[src/rtl/irq_cascade_pkg.sv]
// Package: shared bus constants and register-select type for the
// interrupt status/mask controller.
// Assumes a single 32-bit bus word holds every interrupt line.
package irq_cascade_pkg;

    localparam int BUS_W = 32;

    typedef enum logic {
        SEL_STATUS = 1'b0,
        SEL_MASK   = 1'b1
    } reg_sel_e;

endpackage

[src/rtl/irq_mask_reg.sv]
// Module: mask register, one enable bit per interrupt line.
// Loads the whole word on a decoded write strobe and clears on reset.
// Assumes the strobe is already qualified by register select.
module irq_mask_reg #(
    parameter int NUM_LINES = 32
) (
    input  logic                 clk,
    input  logic                 rst_n,
    input  logic                 we,
    input  logic [NUM_LINES-1:0] wdata,
    output logic [NUM_LINES-1:0] mask_q
);

    // Hold the mask; reset blocks every source.
    always_ff @(posedge clk) begin
        if (!rst_n) begin
            mask_q <= '0;
        end else if (we) begin
            mask_q <= wdata;
        end
    end

endmodule

[src/rtl/irq_status_bank.sv]
// Module: status register and DMA halt generation.
// Lines below DMA_BASE are device levels copied each cycle.
// Lines from DMA_BASE upward are rising-edge captured and cleared by a
// write-0. Error-class DMA lines (INFO_MASK bit 0) also drive a halt.
// Assumes clr_keep carries the write data for the DMA bits only.
module irq_status_bank #(
    parameter int          NUM_LINES = 32,
    parameter int          DMA_BASE  = 16,
    parameter logic [31:0] INFO_MASK = 32'h0017_0000,
    localparam int         NUM_DMA   = NUM_LINES - DMA_BASE
) (
    input  logic                 clk,
    input  logic                 rst_n,
    input  logic [DMA_BASE-1:0]  dev_irq,
    input  logic [NUM_DMA-1:0]   dma_evt,
    input  logic                 clr_we,
    input  logic [NUM_DMA-1:0]   clr_keep,
    output logic [NUM_LINES-1:0] status_q,
    output logic [NUM_DMA-1:0]   dma_halt
);

    // One storage slice per line; the variant follows the line class.
    for (genvar i = 0; i < NUM_LINES; i++) begin : g_line
        if (i < DMA_BASE) begin : g_dev
            // Device line: status copies the level each cycle.
            always_ff @(posedge clk) begin
                if (!rst_n) status_q[i] <= 1'b0;
                else        status_q[i] <= dev_irq[i];
            end
        end else begin : g_dma
            logic evt_prev;
            logic rise;
            logic clr;

            // Remember the line level to find rising edges.
            always_ff @(posedge clk) begin
                if (!rst_n) evt_prev <= 1'b0;
                else        evt_prev <= dma_evt[i-DMA_BASE];
            end

            // Edge and clear qualifiers for this bit.
            always_comb begin
                rise = dma_evt[i-DMA_BASE] & ~evt_prev;
                clr  = clr_we & ~clr_keep[i-DMA_BASE];
            end

            // Latch edges; a new edge beats a same-cycle clear.
            always_ff @(posedge clk) begin
                if (!rst_n) status_q[i] <= 1'b0;
                else        status_q[i] <= rise | (status_q[i] & ~clr);
            end

            if (INFO_MASK[i]) begin : g_info
                // Informational event: never halts its channel.
                assign dma_halt[i-DMA_BASE] = 1'b0;
            end else begin : g_err
                // Error event: halt while the bit is pending.
                assign dma_halt[i-DMA_BASE] = status_q[i];
            end
        end
    end

endmodule

[src/rtl/irq_bus_port.sv]
// Module: register bus port.
// Decodes write strobes per register and returns a registered read
// word one cycle after the select. Assumes NUM_LINES <= BUS_W; unused
// upper read bits are zero.
module irq_bus_port
    import irq_cascade_pkg::*;
#(
    parameter int NUM_LINES = 32
) (
    input  logic                 clk,
    input  logic                 rst_n,
    input  logic                 bus_sel,
    input  logic                 bus_wr,
    input  logic [NUM_LINES-1:0] status_q,
    input  logic [NUM_LINES-1:0] mask_q,
    output logic                 status_we,
    output logic                 mask_we,
    output logic [BUS_W-1:0]     bus_rdata
);

    reg_sel_e          sel;
    logic [BUS_W-1:0]  rd_word;

    // Decode select into per-register write strobes and read source.
    always_comb begin
        sel       = reg_sel_e'(bus_sel);
        status_we = bus_wr && (sel == SEL_STATUS);
        mask_we   = bus_wr && (sel == SEL_MASK);
        rd_word   = '0;
        if (sel == SEL_MASK) rd_word[NUM_LINES-1:0] = mask_q;
        else                 rd_word[NUM_LINES-1:0] = status_q;
    end

    // Register the read word for a one-cycle read latency.
    always_ff @(posedge clk) begin
        if (!rst_n) bus_rdata <= '0;
        else        bus_rdata <= rd_word;
    end

endmodule

[src/rtl/irq_cascade_ctrl.sv]
// Module: top of the cascaded interrupt status/mask controller.
// Joins the bus port, status bank and mask register, and drives the
// level request as the OR of unmasked pending bits.
// Assumes synchronous inputs and NUM_LINES <= 32.
module irq_cascade_ctrl
    import irq_cascade_pkg::*;
#(
    parameter int          NUM_LINES = 32,
    parameter int          DMA_BASE  = 16,
    parameter logic [31:0] INFO_MASK = 32'h0017_0000,
    localparam int         NUM_DMA   = NUM_LINES - DMA_BASE
) (
    input  logic                clk,
    input  logic                rst_n,
    input  logic [DMA_BASE-1:0] dev_irq,
    input  logic [NUM_DMA-1:0]  dma_evt,
    input  logic                bus_sel,
    input  logic                bus_wr,
    input  logic [31:0]         bus_wdata,
    output logic [31:0]         bus_rdata,
    output logic                irq_out,
    output logic [NUM_DMA-1:0]  dma_halt
);

    logic [NUM_LINES-1:0] status_q;
    logic [NUM_LINES-1:0] mask_q;
    logic                 status_we;
    logic                 mask_we;

    irq_bus_port #(.NUM_LINES(NUM_LINES)) u_port (
        .clk       (clk),
        .rst_n     (rst_n),
        .bus_sel   (bus_sel),
        .bus_wr    (bus_wr),
        .status_q  (status_q),
        .mask_q    (mask_q),
        .status_we (status_we),
        .mask_we   (mask_we),
        .bus_rdata (bus_rdata)
    );

    irq_status_bank #(
        .NUM_LINES (NUM_LINES),
        .DMA_BASE  (DMA_BASE),
        .INFO_MASK (INFO_MASK)
    ) u_status (
        .clk      (clk),
        .rst_n    (rst_n),
        .dev_irq  (dev_irq),
        .dma_evt  (dma_evt),
        .clr_we   (status_we),
        .clr_keep (bus_wdata[NUM_LINES-1:DMA_BASE]),
        .status_q (status_q),
        .dma_halt (dma_halt)
    );

    irq_mask_reg #(.NUM_LINES(NUM_LINES)) u_mask (
        .clk    (clk),
        .rst_n  (rst_n),
        .we     (mask_we),
        .wdata  (bus_wdata[NUM_LINES-1:0]),
        .mask_q (mask_q)
    );

    // Level request: any pending bit whose mask bit is enabled.
    always_comb begin
        irq_out = |(status_q & mask_q);
    end

endmodule

[config.mk]
export PLATFORM = sky130hd
export DESIGN_NAME = irq_cascade_ctrl
export DESIGN_NICKNAME = d
export VERILOG_FILES = /design/src/rtl/irq_cascade_pkg.sv /design/src/rtl/irq_mask_reg.sv /design/src/rtl/irq_status_bank.sv /design/src/rtl/irq_bus_port.sv /design/src/rtl/irq_cascade_ctrl.sv
export SDC_FILE = /design/constraint.sdc
export NUM_CORES = 1
export LEC_CHECK = 0
export BUFFER_PORTS_ARGS = -buffer_cell sky130_fd_sc_hd__buf_2
export CAP_MARGIN = 10
export CORE_ASPECT_RATIO = 1.75
export CORE_MARGIN = 2
export CORE_UTILIZATION = 48
export CTS_BUF_LIST = sky130_fd_sc_hd__clkbuf_2 sky130_fd_sc_hd__clkbuf_4 sky130_fd_sc_hd__clkbuf_8
export CTS_CLUSTER_DIAMETER = 200
export DETAILED_ROUTE_END_ITERATION = 8
export PLACE_DENSITY = 0.8
export SLEW_MARGIN = 0
export SYNTH_ARGS = -nofsm -noshare
export SYNTH_HDL_FRONTEND = slang
export SYNTH_SLANG_ARGS = --single-unit
[constraint.sdc]
create_clock -name clk -period 1.25 [get_ports clk]
set_clock_uncertainty 0.05 [all_clocks]
set_input_delay 0.1875 -clock clk [delete_from_list [all_inputs] [get_ports clk]]
set_output_delay 0.1875 -clock clk [all_outputs]
set_load 0.01 [all_outputs]
[Word-level counts from Yosys, hierarchy flattened]
Index checks and enable logic that the tools add are counted.
Operators by class
  add/subtract/negate cells: 0
  multiply operators: 0
  divide/modulo/power cells: 0
  magnitude comparators: 0
  equal/unequal tests: 0
  shift-type cells: 0
  mux-type cells: 1
  bitwise gates (word level): 114
  reduce and logical (&&, ||, !) cells: 3
Operator list (count)
  $not A1 Y1: 49
  $and A1 B1 Y1: 48
  $and A32 B32 Y32: 1
  $mux W32: 1
  $reduce_or A32 Y1: 1
  $or A1 B1 Y1: 16
  $logic_and A1 B1 Y1: 2
Word-level totals
  flip-flop bits (word level): 112
  bits in latches: 0
  bits in writable memories: 0
  bits in read-only memories: 0
  input bits: 68
  output and inout port bits: 49
  word-level logic and storage cells: 168
  memories: 0

[Longest topological paths before layout]
  depth after elaboration: 6
  gate-level depth with buffers: 6
  mapped depth without buffers: 3

[Cells and area by module]
A second synthesis with hierarchy kept.
Unflattened totals
  cell total of the unflattened synthesis: 398
  area, all modules: 4369.2 sq um
Modules (own cells, without submodules)
  irq_status_bank: times used 1, cells an instance 169, area an instance 1711.6 sq um, sequential area each 960.9 sq um
  irq_bus_port: times used 1, cells an instance 105, area an instance 1256.2 sq um, sequential area each 640.6 sq um
  irq_mask_reg: times used 1, cells an instance 103, area an instance 1243.7 sq um, sequential area each 640.6 sq um
  irq_cascade_ctrl: times used 1, cells an instance 21, area an instance 157.7 sq um, sequential area each 0.0 sq um

[Least setup slack after synthesis]
Ideal clock, no wire load.
  path type: reg-to-output
  start: register u_status.status_q[23], in the netlist u_status.dma_halt[7]
  end: output port irq_out
  arrival time: 1.143 ns
  data required time: 1.013 ns
  setup slack: -0.131 ns
  stages on the path, launching flop included: 4
  cells stage by stage: dfxtp_1 > a22oi_1 > nand4_1 > or4_1
Between the ends
  longest elaborated chain between the ends: 2
RTL lines
  start: declaration: RTL line irq_status_bank.sv:18  | output logic [NUM_LINES-1:0] status_q,
  start signal: indexed assignment: RTL line irq_status_bank.sv:50  | else status_q[i] <= rise | (status_q[i] & ~clr);
  $and A32 B32 Y32: RTL line irq_cascade_ctrl.sv:67  | irq_out = |(status_q & mask_q);
  $reduce_or A32 Y1: RTL line irq_cascade_ctrl.sv:67
  end: declaration: RTL line irq_cascade_ctrl.sv:21  | output logic irq_out,
Every way passes these cells.

[Worst setup path in the final report]
  start: register u_status.status_q[26], in the netlist u_status.dma_halt[10]
  end: output port irq_out
The elaborated chain is that of the path after synthesis.

==> results by group <==
Detailed routing
  – M1 wire length: 3970 um
  – DR vias: 3,448
  – Final wirelength: 10,200 um
  – Iter 0 DRT Violations: 165
  – Top layer in use: met4
  – Met2 WL: 5480 um
  – Vias per inst: 4.82
  – Met3 wire len: 408 um
  – # DRC: 0
  – DRT Pass-1 Iters: 4
  – Final ANT Viol Nets: 0
  – WL/cell: 14.3 um

Timing
  – RSZ-0062 raised after global routing: true
  – Pins Over Slew Limit: 0
  – Tmin final: 1930 ps
  – # setup viols final: 1
  – Max Clk Rate: slightly above 0.5 GHz
  – Final Hold Viols: 0
  – Fin crit share: 155%
  – Final worst slack: -683 ps

Clock network
  – Clk sinks: 112
  – TritonCTS Buffers: 9
  – Root buffer cell: clkbuf_8
  – CTS tree: done
  – Buffer levels on the longest clock path: 2
  – Clock Latency Late Sink: 370 ps
  – H-tree depth: 3
  – Post-CTS Setup Repair Bufs: 0
  – Reg clk slew, reported paths: 100 ps

Placed design
  – RePlAce Congestion: ~0.82
  – Port Buffers: approximately 110
  – Post-DP HPWL: 7170 um
  – Dpl cell area: slightly above 5000 um2
  – Setup slack at placement: -337 ps
  – # placed instances: 657

Worst setup path
  – Critical path buffers and inverters: 1
  – CP Class: register to output port
  – Worst EP required: 1010 ps
  – Worst Setup End Kind: output port
  – Crit path max-delay cell type: or4_4
  – Critical Path AT: 1700 ps
  – Max incr delay on CP: 510 ps
  – Top Family by Delay on Critical Path: simple AND/OR/NAND/NOR gates
  – Crit path max fanout: 2
  – Crit start category: register
  – Cell breakdown of the critical path: a22oi_2 > nand4_1 > or4_4 > buf_6

Final layout
  – Most frequent cells in the layout: 108 x buf_2, 102 x dfxtp_1, 65 x nand2_1
  – Post-route insts no fill: approximately 700
  – Post-route cell area: 5780 um2
  – Ratio of cells with drive above 1 in the final layout: 32.8%
  – Area grow syn2layout: 38.8%
  – Final Core Density: around two thirds
  – Nets: 660
  – Most common cell after layout, fill and taps aside: buf_2

Die
  – Ports: 117
  – Die Area: about 9500 um2
  – Num rows: 45
  – Die H: 127 um
  – Core area: 8560 um2
  – Initial core utilization: between 40% and 50%
  – Chip width: approximately 74 um

Job
  – Max cap viols: 0

Yosys
  – Synth Register Bits: 112
  – Post-Syn Area per Cell: 9.98 um2
  – Sequential cell area fraction in the yosys report: 53.9%
  – Mapped Cells: 417
  – Netlist cell types: 18
  – Synth Cell Area: 4160 um2
  – Synth Warn #: 0

Pwr
  – Power Total: 7.26 mW
  – Worst VDD drop: 0.798 mV
  – PwrDens: 1260 nW/um2
  – Static Leakage: 2.59 nW

Outcome
  – Failing checks: negative setup slack
  – Status: finished, violations left

GRT
  – Tot GR Track Use: 22.4%
  – Initial antenna violation count: 1
  – Number of global-route vias before repair: 3,552
  – First-pass GRT wire length: 16,100 um
  – Grt ovf: 0
  – Largest net degree at the start of global routing: 54

Worst hold path
  – Hold Path Class: input port to register
-- per-stage QoR --
stage | hold WS, ps | TNS [ps]
2_1_floorplan | 259 | -101
3_3_place_gp | 347 | -320
3_5_place_dp | 351 | -339
4_1_cts | 0.936 | -711
5_1_grt | 3.66 | -747
6_report | 13.0 | -683
-- synthesized netlist by cell type --
master | count | area, um2
nand4_1 | 4 | 25.0
dfxtp_1 | 112 | 2240
a21boi_1 | 18 | 135
nand2b_1 | 16 | 100
conb_1 | 1 | 3.75
nor2b_1 | 32 | 200
a22oi_1 | 14 | 105
or4_1 | 1 | 7.51
a22oi_2 | 2 | 25.0
clkbuf_1 | 11 | 41.3
buf_4 | 19 | 143
nand2b_2 | 1 | 8.76
o21ai_0 | 16 | 80.1
buf_2 | 10 | 50.1
mux2i_1 | 32 | 320
and2_1 | 33 | 206
nand2_1 | 65 | 244
a21boi_0 | 30 | 225
-- worst register-to-register path, cell delays in order, from the launching register on --
cell	delay, ps
dfxtp_1	350
buf_4	120
nand2_1	40
a21boi_0	270
-- logic make-up (layout without fill, tap and decap cells) --
| kind of cell | count (synthesis) | after routing | synth area share, % |
|---|---|---|---|
| AND/OR/NAND/NOR | 152 | 152 | 19.0 |
| flip-flops | 112 | 112 | 53.9 |
| AO/OA/AOI/OAI | 80 | 80 | 13.7 |
| buffers and inverters | 40 | 217 | 5.62 |
| multiplexers | 32 | 32 | 7.69 |
| other | 1 | 5 | 0.0901 |
-- power by group --
part           switching (mW)  internal (mW)  total, mW
Combinational           0.424          0.546      0.969
Sequential             0.0983           3.76       3.86
Clock                    1.17           1.27       2.43
Total                    1.69           5.57       7.26
-- worst paths after layout --
kind	from	end	slack [ps]	cells past startpoint
max reg2reg	u_mask.mask_q[15]	u_mask.mask_q[15]	310	3
max	u_status.dma_halt[10]	irq_out	-680	4
min	bus_wdata[14]	u_mask.mask_q[14]	10	3
min reg2reg	u_mask.mask_q[14]	u_mask.mask_q[14]	440	2
-- registers in the layout, indices dropped and copies added, names as in the netlist --
name / count
u_status.status_q: 20
u_status.dma_halt: 12
u_port.bus_rdata: 32
u_status.g_line.g_dma.evt_prev: 16
u_mask.mask_q: 32
-- layer usage --
metal | up-vias | global-route usage (%)
met1 | 1607 | 23.9
li1 | 1712 | -
met4 | 0 | 12.4
met2 | 101 | 39.7
met5 | - | 0
met3 | 28 | 4.34
-- area by class of cell --
| cell class | count | area [um2] |
|---|---|---|
| Sequential cell | 112 | 2250 |
| Clock inverter | 4 | 76.3 |
| Tap cell | 117 | 146 |
| Timing Repair Buffer | 201 | 1410 |
| Multi-Input combinational cell | 268 | 1730 |
| Clock buffer | 12 | 159 |
| Antenna cell | 1 | 2.50 |
| Fill cell | 688 | 2780 |
-- timing repair --
item                                   CTS  global route
resized for setup                       10            10
hold buffers                            39             2
pin swaps                                5             3
endpoints found under the hold margin   40             2
setup endpoints to repair                2             8
gates cloned                             0             0
No activity file was read; power rests on OpenSTA's default activity.
